$ cat src/rtl/pss_pkg.sv
`timescale 1ns/1ps
package pss_pkg;
  typedef enum logic [2:0] {
    PS_OPEN_RUN  = 3'd0,
    PS_SHUT_RUN  = 3'd1,
    PS_OPEN_HALT = 3'd2,
    PS_SHUT_HALT = 3'd3,
    PS_DEEP      = 3'd4
  } pstate_t;

  localparam int unsigned NUM_LEVELS = 5;

  function automatic int unsigned max_of(input int unsigned a, input int unsigned b);
    return (a > b) ? a : b;
  endfunction
endpackage

$ cat src/rtl/pss_lat_lut.sv
`timescale 1ns/1ps
module pss_lat_lut import pss_pkg::*; #(
  parameter int unsigned CPU_PER_MCLK  = 5,
  parameter int unsigned LAT_SHUT_RUN  = 3,
  parameter int unsigned LAT_OPEN_HALT = 1,
  parameter int unsigned LAT_SHUT_HALT = 4,
  parameter int unsigned LAT_DEEP      = 200,
  parameter int unsigned CW            = 10
) (
  input  pstate_t        level,
  output logic [CW-1:0]  lat
);
  localparam int unsigned MC_LAT [NUM_LEVELS] =
    '{0, LAT_SHUT_RUN, LAT_OPEN_HALT, LAT_SHUT_HALT, LAT_DEEP};

  logic [CW-1:0] tbl [NUM_LEVELS];

  for (genvar i = 0; i < NUM_LEVELS; i++) begin : g_tbl
    assign tbl[i] = CW'(MC_LAT[i] * CPU_PER_MCLK);
  end

  always_comb begin
    lat = '0;
    for (int k = 0; k < NUM_LEVELS; k++) begin
      if (level == pstate_t'(k)) lat = tbl[k];
    end
  end
endmodule

$ cat src/rtl/pss_cnt.sv
`timescale 1ns/1ps
module pss_cnt #(
  parameter int unsigned CW = 10
) (
  input  logic          clk,
  input  logic          rst,
  input  logic          load,
  input  logic [CW-1:0] load_val,
  output logic          active,
  output logic          last
);
  logic [CW-1:0] cnt;

  always_ff @(posedge clk) begin
    if (rst)                cnt <= '0;
    else if (load)          cnt <= load_val;
    else if (cnt != '0)     cnt <= cnt - CW'(1);
  end

  assign active = (cnt != '0);
  assign last   = (cnt == CW'(1));
endmodule

$ cat src/rtl/pss_policy.sv
`timescale 1ns/1ps
module pss_policy import pss_pkg::*; (
  input  logic    page_close,
  input  logic    clk_stop,
  output pstate_t target
);
  always_comb begin
    unique case ({clk_stop, page_close})
      2'b00:   target = PS_OPEN_RUN;
      2'b01:   target = PS_SHUT_RUN;
      2'b10:   target = PS_OPEN_HALT;
      default: target = PS_SHUT_HALT;
    endcase
  end
endmodule

$ cat src/rtl/pwr_state_seq.sv
`timescale 1ns/1ps
module pwr_state_seq import pss_pkg::*; #(
  parameter int unsigned CPU_PER_MCLK  = 5,
  parameter int unsigned LAT_SHUT_RUN  = 3,
  parameter int unsigned LAT_OPEN_HALT = 1,
  parameter int unsigned LAT_SHUT_HALT = 4,
  parameter int unsigned LAT_DEEP      = 200
) (
  input  logic       clk,
  input  logic       rst,
  input  logic       idle_i,
  input  logic       page_close_i,
  input  logic       clk_stop_i,
  input  logic       sleep_req_i,
  input  logic       acc_req_i,
  output logic [2:0] state_o,
  output logic       busy_o,
  output logic       grant_o
);
  localparam int unsigned MAX_MC =
    max_of(max_of(LAT_SHUT_RUN, LAT_OPEN_HALT), max_of(LAT_SHUT_HALT, LAT_DEEP));
  localparam int unsigned MAX_LAT = MAX_MC * CPU_PER_MCLK;
  localparam int unsigned CW      = $clog2(MAX_LAT + 1) + 1;

  pstate_t       level_q;
  pstate_t       pol_target;
  logic [CW-1:0] exit_lat;
  logic          cnt_active, cnt_last, cnt_load;
  logic          sleep_pend_q, busy_q, grant_q;

  pss_lat_lut #(
    .CPU_PER_MCLK (CPU_PER_MCLK),
    .LAT_SHUT_RUN (LAT_SHUT_RUN),
    .LAT_OPEN_HALT(LAT_OPEN_HALT),
    .LAT_SHUT_HALT(LAT_SHUT_HALT),
    .LAT_DEEP     (LAT_DEEP),
    .CW           (CW)
  ) u_lut (
    .level(level_q),
    .lat  (exit_lat)
  );

  pss_policy u_pol (
    .page_close(page_close_i),
    .clk_stop  (clk_stop_i),
    .target    (pol_target)
  );

  assign cnt_load = !cnt_active && acc_req_i && (exit_lat != '0);

  pss_cnt #(.CW(CW)) u_cnt (
    .clk     (clk),
    .rst     (rst),
    .load    (cnt_load),
    .load_val(exit_lat),
    .active  (cnt_active),
    .last    (cnt_last)
  );

  always_ff @(posedge clk) begin
    if (rst) begin
      level_q      <= PS_OPEN_RUN;
      sleep_pend_q <= 1'b0;
      busy_q       <= 1'b0;
      grant_q      <= 1'b0;
    end else begin
      grant_q <= 1'b0;
      if (cnt_active) begin
        if (sleep_req_i) sleep_pend_q <= 1'b1;
        if (cnt_last) begin
          busy_q  <= 1'b0;
          grant_q <= 1'b1;
          level_q <= PS_OPEN_RUN;
        end
      end else if (acc_req_i) begin
        if (exit_lat == '0) grant_q <= 1'b1;
        else                busy_q  <= 1'b1;
      end else if (idle_i && (sleep_req_i || sleep_pend_q)) begin
        level_q      <= PS_DEEP;
        sleep_pend_q <= 1'b0;
      end else if (idle_i && level_q != PS_DEEP) begin
        level_q <= pol_target;
      end
    end
  end

  assign state_o = level_q;
  assign busy_o  = busy_q;
  assign grant_o = grant_q;
endmodule

$ cat config.mk
export PLATFORM = sky130hd
export DESIGN_NAME = pwr_state_seq
export DESIGN_NICKNAME = d
export VERILOG_FILES = /design/src/rtl/pss_pkg.sv /design/src/rtl/pss_lat_lut.sv /design/src/rtl/pss_cnt.sv /design/src/rtl/pss_policy.sv /design/src/rtl/pwr_state_seq.sv
export SDC_FILE = /design/constraint.sdc
export NUM_CORES = 1
export LEC_CHECK = 0
export BUFFER_PORTS_ARGS = -buffer_cell sky130_fd_sc_hd__buf_2
export CORE_MARGIN = 5
export CORE_UTILIZATION = 40
export CTS_CLUSTER_SIZE = 12
export DETAILED_ROUTE_END_ITERATION = 10
export HOLD_SLACK_MARGIN = 0.05
export MAX_ROUTING_LAYER = met4
export PLACE_DENSITY = 0.69
export SLEW_MARGIN = 25
export SYNTH_ARGS = -nofsm -noshare
export SYNTH_HDL_FRONTEND = slang
export SYNTH_SLANG_ARGS = --single-unit
$ cat constraint.sdc
create_clock -name clk -period 2.3 [get_ports clk]
set_input_delay 0.115 -clock clk [delete_from_list [all_inputs] [get_ports clk]]
set_output_delay 0.115 -clock clk [all_outputs]
set_load 0.005 [all_outputs]
### Word level (Yosys, flattened, before mapping)

Index checks and enable logic that the tools add are counted.

* bits in registers: 17
* input port bits: 7
* word-level logic and storage cells: 59

* reduce and logical (&&, ||, !) cells: 17
* equal/unequal tests: 12
* add/subtract/negate cells: 1
* muxes and demuxes: 24

Operator list (count)
* 11-bit two-way mux: 2
* 11-bit nonzero test: 2
* 3-bit two-way mux: 5
* 1-bit two-way mux: 12
* 11-bit by 1-bit equality test with 1-bit output, second input constant: 1
* 11-bit logical NOT: 1
* 11-bit by 1-bit subtractor with 11-bit output, second input constant: 1
* 10-bit two-way mux: 1
* 3-bit AND reduction: 3
* 4-bit two-way mux: 2
* 3-bit by 2-bit equality test with 1-bit output, second input constant: 2
* 2-bit case mux with 3 select lines: 1
* 2-bit nonzero test: 3
* 5-bit two-way mux: 1
* 1-bit logical AND: 4
* 2-bit by 1-bit != test with 1-bit output, second input constant: 2
* 2-bit != test, second input constant: 2
* 3-bit by 1-bit equality test with 1-bit output, second input constant: 1
* 3-bit equality test, second input constant: 1
* 3-bit != test, second input constant: 1
* 3-bit nonzero test: 1
* 2-bit by 1-bit equality test with 1-bit output, second input constant: 1
* 2-bit equality test, second input constant: 1
* 2-bit logical NOT: 1
* 2 further kinds: 2

### Depth between registers and ports, before layout

Gate-level depths: netlist of run 1.

* depth after elaboration: 9
* gate-level depth with buffers: 8

### Hierarchy

From an unflattened synthesis of run 1, not the netlist that was laid out.

* cells, all modules: 135
* area total of the unflattened synthesis: 1077.3 sq um

By module, submodules not included
* pss_cnt: cells each 81, instances 1, area an instance 650.6 sq um
* pwr_state_seq: cells each 35, instances 1, area an instance 309.0 sq um
* pss_lat_lut: cells each 15, instances 1, area an instance 98.8 sq um
* pss_policy: cells each 4, instances 1, area an instance 18.8 sq um

### Worst setup path before layout of run 1

OpenSTA, ideal clock, no wires.

* path type: reg2reg
* from: register u_cnt.cnt[0]
* to: register level_q[0], in the netlist state_o[0]
* stages on the path, launching flop included: 9
* path slack: 0.660 ns
* data required time: 2.171 ns
* buffers on the path: 1
* data arrival time: 1.511 ns
* clock period less this slack: 1.640 ns
* setup time: 0.129 ns
* path through: dfxtp_1 inv_1 ha_1 nor3b_2 and3_1 buf_4 and3_1 mux2i_1 nor2_1

* longest elaborated chain between the ends: 3
* elaborated cells between the ends (all ways): 7
* classes of those cells: 3 x eq/ne; 1 x mux; 3 x reduce/logical

Ends and longest elaborated chain
* start: declaration: RTL line pss_cnt.sv:12 `logic [CW-1:0] cnt;`
* start signal: assignment: RTL line pss_cnt.sv:16 `else if (load) cnt <= load_val;`
* start signal: assignment: RTL line pss_cnt.sv:17 `else if (cnt != '0) cnt <= cnt - CW'(1);`
* 11-bit by 1-bit equality test with 1-bit output / 11-bit nonzero test (equally long branches): RTL line pss_cnt.sv:21, pss_cnt.sv:20
* 2-bit by 1-bit != test with 1-bit output (no source line) / 3-bit nonzero test (equally long branches)
* 3-bit AND reduction (no source line)
* end signal: assignment: RTL line pwr_state_seq.sv:82 `level_q <= pol_target;`
* end: declaration: RTL line pwr_state_seq.sv:25 `pstate_t level_q;`

Parallel ways exist; a longest one is shown, timed or not.
A chain may end at the register's enable or synchronous reset.

### Worst setup path after layout of run 1

* from: register u_cnt.cnt[0]
* to: register u_cnt.cnt[8]

* longest elaborated chain between the ends: 5
* elaborated cells between the ends (all ways): 8
* classes of those cells: 1 x add/sub; 2 x mux; 5 x reduce/logical

Ends and longest elaborated chain
* parallel branches: the longest is 5 deep, another holds 11-bit by 1-bit subtractor with 11-bit output

Parallel ways; which one is timed is not known. The select of a mux whose other input is x is not followed.

==> impl_metrics.ini, run 1 <==
[floorplan]
io_pins = 12
initial_core_util_pct = 42.1
die_area_um2 = 3420
die_y_um = 58.5
die_x_um = 58.5
rows = 17
core_area_um2 = 2230

[route]
drt-pass1-iter-count = 4
first_iter_violations = 26
drc_errors = 0
wirelength_mm = 2.01
num_vias = 841
routedWlPerCell_um = 13.2
detail-route-antenna-nets = 0
vias_per_cell = 5.53

[outcome]
outcome = complete, no violations

[pwr]
combPwrFrac_pct = 47.5
seqPwrFrac_pct = 38.9
power_density_nw_per_um2 = 1130
sw_frac_of_total_pct = 41.8
p_leak_nw = 0.432
intPower_mw = 0.690
p_clk_share_pct = 13.6
power.switching_mw = 0.496
vdd_drop_max_mv = 0.671

[cts]
cts_hold_buf = 0
clk_latency_ns = 0.29
htreeDepth = 1
cts_setup_buffers = 0
cts.sinks = 17
clk_path_buf_depth = 2
cts_buffers = 3
cts_resized = 0
cts.clk_slew.worst_paths_ns = 0.10
cts_root_buf = clkbuf_4
cts_tree = done

[synthesis]
yosysWarningCount = 0
ys_ff_latch = 17
postSynthAreaPerCell_um2 = 8.48
synthDistinctLibCells = 39
syn_nets = 120
ys_seq_area_share_pct = 36.2
postSynthCellCount = 111
synth_area_um2 = 941

[placement]
place.gp.congestion = 0.842
dp_hpwl_mm = 1.54
io_buffers = 11
pre_cts_ws_ns = 0.416

[global_route]
track_usage_pct = 12.8
grt_pass1_vias = 777
globalRouteOverflowTotal = 0
grt_max_degree = 11
antenna_found_initial = 0
grt_pass1_wl_mm = 3.33

[timing]
setup_slack_ns = 0.368
period_needed_ns = 1.93
fin_setup_tns_ns = 0
drv_slew = 0
setup_viol = 0
timing.final.crit_share_pct = 84.0
max-slew-margin-rel_pct = 69.4
max_freq_mhz = 518
final_hold_viol_count = 0
fin_worst_skew_ns = 0.00455
max_slew.worst_pin.slew_ns = 0.456
rsz0062_at_grt = false

[setup_path]
crit_required_ns = 2.52
reg2reg_from = u_cnt.cnt[0]
reg2reg_to = u_cnt.cnt[8]
crit_path_end_kind = flip-flop
cp_data_arrival_time_ns = 2.15
ff2ff_path_depth = 6
critical_path_class = reg -> reg
start_kind = flip-flop
r2r_slack_ns = 0.37
critPathMaxFanout = 8

[finish]
diodes = 0
fill_cells = 231
area.growth.synth_to_final_pct = 11.3
fin_nets = 134
layout-drive-gt1-share_pct = 21.8

[min_path]
min_to = sleep_pend_q
hp-class = in -> reg
min_path_cells = 3
hp-start = sleep_req_i

[flow_run]
maxCapViolCount = 0
-- stage by stage --
step           power, mW  util (%)  instance area (um2)  hold WS [ns]  cells
2_1_floorplan      0.922         -                  941         0.276    111
3_3_place_gp        1.03      45.7                 1020         0.403    148
3_5_place_dp        1.03      45.7                 1020         0.411    148
4_1_cts             1.19      46.9                 1050         0.110    152
5_1_grt             1.29      46.9                 1050         0.122    152
6_report            1.19      46.9                 1050         0.107    152
-- layout make-up --
cell class,instances,area (um2),share of cell area (%)
inverter,4,15.0,1.43
sequential,17,340,32.5
tap,28,35.0,3.35
clock inverter,1,5.00,0.478
timing repair buffer,11,55.1,5.26
clock buffer,3,22.5,2.15
multi-input combinational,88,574,54.8
-- synthesized netlist by cell type --
cell	instances	area share, %
dfxtp_1	17	36
nor2_1	14	5.6
nand2_1	12	4.8
a21oi_1	10	5.3
and3_1	5	3.3
inv_1	4	1.6
a211oi_1	3	2.4
nand3b_1	3	2.4
o21ai_0	3	1.6
xor2_1	3	2.8
a2111oi_0	2	1.9
ha_1	2	2.7
mux2i_1	2	2.1
nand3_1	2	1.1
nor3_1	2	1.1
o31ai_1	2	1.6
or4_4	2	2.4
xnor2_1	2	1.9
a211oi_2	1	1.3
a21boi_0	1	0.80
a21oi_2	1	0.93
a22oi_1	1	0.80
a31o_2	1	0.93
and2_1	1	0.67
buf_4	1	0.80
clkbuf_1	1	0.40
nand2_2	1	0.67
nand2b_1	1	0.67
nand3_2	1	1.1
nor2b_1	1	0.67
nor3_2	1	1.1
nor3b_2	1	1.3
nor4_4	1	2.3
o21a_1	1	0.80
o311a_1	1	1.1
o41ai_1	1	0.93
or2_2	1	0.67
or2_4	1	0.93
or3_1	1	0.67
-- kinds of logic (layout without fill, tap and decap cells) --
group	after synthesis	count (layout)	synth area share, %
buffers and inverters	6	19	2.79
adders and majority gates	2	2	2.66
xor gates and xnor gates	5	5	4.66
and+or+nand+nor	51	51	31.3
muxes	2	2	2.13
AOI/OAI and AO/OA	28	28	20.3
DFF	17	17	36.2
-- worst max path at each step --
stage	start	endpoint	slack (ns)	cells after the start
floorplan	u_cnt.cnt[0]	state_o[0]	0.66	8
global placement	u_cnt.cnt[0]	busy_o	0.50	6
detailed placement	u_cnt.cnt[0]	sleep_pend_q	0.42	7
CTS	u_cnt.cnt[0]	sleep_pend_q	0.38	7
global route	u_cnt.cnt[0]	busy_o	0.21	6
finish	u_cnt.cnt[0]	u_cnt.cnt[8]	0.37	6
-- critical path: stages (launching register included) --
cell,delay [ns]
dfxtp_1,0.37
inv_1,0.09
ha_1,0.22
nor3b_2,0.37
and3_1,0.41
nand2_2,0.17
a211oi_1,0.22
-- registers in the layout (all words and copies together) (netlist names) --
register / flops
sleep_pend_q: 1
busy_o: 1
state_o: 3
grant_o: 1
u_cnt.cnt: 11
-- power by group through the flow --
stage	clock (mW)	sequential (mW)	combinational (mW)
after global routing	0.183	0.472	0.634
after global placement	0	0.461	0.565
after detailed placement	0	0.466	0.563
final	0.162	0.461	0.563
after CTS	0.165	0.460	0.565
after floorplan	0	0.446	0.476
-- metal layers --
| metal | GRT usage [%] | part of all wire (%) |
|---|---|---|
| met5 | - | 0 |
| met4 | 3.64 | 0.40 |
| met3 | 3.95 | 5.0 |
| met2 | 21.7 | 49 |
| met1 | 14.6 | 45 |
-- placed cells by master, fill, tap and decap left out, types with 3 or more instances in the layout --
cell type  instances
buf_2             11
o21ai_0            3
nand2_1           12
xor2_1             3
nand3b_1           3
a21oi_1           10
a211oi_1           3
nor2_1            14
dfxtp_1           17
and3_1             5
clkbuf_4           3
inv_1              4
Note: power is estimated with default switching activity, not from simulation.
==> inputs of run 2 (changes only) <==
Clock period 2.3 ns to 1.9 ns, I/O delays scaled along.
==> impl_metrics.ini, run 2 (synthesis results as in run 1) <==
[outcome]
outcome = complete, no violations

[setup_path]
cp_num_buf_inv = 1
critical_path_class = reg -> reg
reg2reg_from = u_cnt.cnt[1]
crit_required_ns = 2.11
slowest_stage = and3_1
r2r_slack_ns = 0.16
cp_data_arrival_time_ns = 1.95
start_kind = flip-flop
critPathMaxFanout = 8
crit_start = u_cnt.cnt[1]
path_cells = inv_1 > ha_4 > nor3b_4 > and3_1 > nand2_2 > a211oi_1
crit_path_end_kind = flip-flop
cpPeakStageDelay_ns = 0.38
crit_family = simple AND/OR/NAND/NOR gates

[floorplan]
io_pins = 12
die_x_um = 58.5
die_area_um2 = 3420
initial_core_util_pct = 42.1
die_y_um = 58.5
rows = 17
core_area_um2 = 2230

[cts]
clk_path_buf_depth = 2
cts_setup_buffers = 0
cts.clk_slew.worst_paths_ns = 0.09
cts_tree = done
cts_buffers = 3
htreeDepth = 1
cts.sinks = 17
cts_root_buf = clkbuf_4
clk_latency_ns = 0.29

[global_route]
globalRouteOverflowTotal = 0
grt_pass1_wl_mm = 3.55
track_usage_pct = 13.6
antenna_found_initial = 0
grt_max_degree = 11
grt_pass1_vias = 804

[pwr]
power_density_nw_per_um2 = 1390
vdd_drop_max_mv = 0.629
p_leak_nw = 0.439
power_mw = 1.51

[finish]
layout-drive-gt1-share_pct = 24.8
multi_input_area_um2 = 603
largest_register = u_cnt.cnt
diodes = 0
area.growth.synth_to_final_pct = 15.2
layout_common_cells = dfxtp_1 (16), nor2_1 (14), nand2_1 (12), buf_2 (11), a21oi_1 (10)
fill_cells = 227
largest_reg_flops = 11
final_common_cell = dfxtp_1
fin_nets = 135
layout.area.seq_um2 = 342

[timing]
max_freq_mhz = 574
timing.final.crit_share_pct = 91.7
setup_viol = 0
max_slew.worst_pin.slew_ns = 0.356
period_needed_ns = 1.74
final_hold_viol_count = 0
max-slew-margin-rel_pct = 75.6
fin_setup_tns_ns = 0
rsz0062_at_grt = false
fin_worst_skew_ns = 0.00603
drv_slew = 0

[route]
wirelength_mm = 2.07
routedWlPerCell_um = 13.5
num_vias = 855
vias_per_cell = 5.59
drt-pass1-iter-count = 4
drc_errors = 0
first_iter_violations = 45
detail-route-antenna-nets = 0

[min_path]
hp-start = sleep_req_i
hp-class = in -> reg

[placement]
dp_hpwl_mm = 1.57
io_buffers = 11
place.gp.congestion = 0.792

[flow_run]
maxCapViolCount = 0
-- run 2: per-layer routing --
layer  vias to the layer above  wire, um  global-route usage, %  share of wire (%)
li1                        426         -                      -                  -
met5                         -         0                      -                  0
met1                       401       972                   16.7                 47
met2                        26       964                   22.2                 47
met3                         2       125                   4.82                6.0
met4                         0         9                   1.66               0.43
-- run 2: cell type report --
class / count / area share (%)
sequential: 17 / 31.5
timing repair buffer: 12 / 5.77
multi-input combinational: 88 / 55.7
clock buffer: 4 / 2.42
tap: 28 / 3.23
inverter: 4 / 1.39
-- run 2: timing repair --
item                                    in CTS  in global routing
resized for setup                            0                  6
endpoints found under the setup margin       0                 14
hold endpoints to repair                     0                  0
hold buffers                                 0                  0
-- run 2: path summary, 6_finish.rpt --
path,endpoint,cells past startpoint
setup / recovery,u_cnt.cnt[8],6
hold / removal,sleep_pend_q,3
setup reg to reg,u_cnt.cnt[8],6
hold reg to reg,u_cnt.cnt[10],1
-- run 2: where the power goes --
group	switching, mW	total, mW	internal (mW)
registers	0.124	0.568	0.444
logic	0.389	0.753	0.364
clock network	0.108	0.190	0.0817
-- run 2: metrics by stage --
stage	std cells	util, %	area, um2	setup WS (ns)	hold slack [ns]
after detailed placement	149	46.0	1030	0.0866	0.384
after global routing	153	48.5	1080	0.0352	0.0753
after global placement	149	46.0	1030	0.188	0.383
after floorplan	111	-	941	0.260	0.256
final	153	48.5	1080	0.158	0.0724
after CTS	153	47.2	1050	0.0723	0.0719
-- run 2: worst reg2reg max path: stages, from the launching register on --
cell and delay, ns:
dfxtp_1 0.36, inv_1 0.13, ha_4 0.17, nor3b_4 0.22, and3_1 0.38, nand2_2 0.16
a211oi_1 0.23
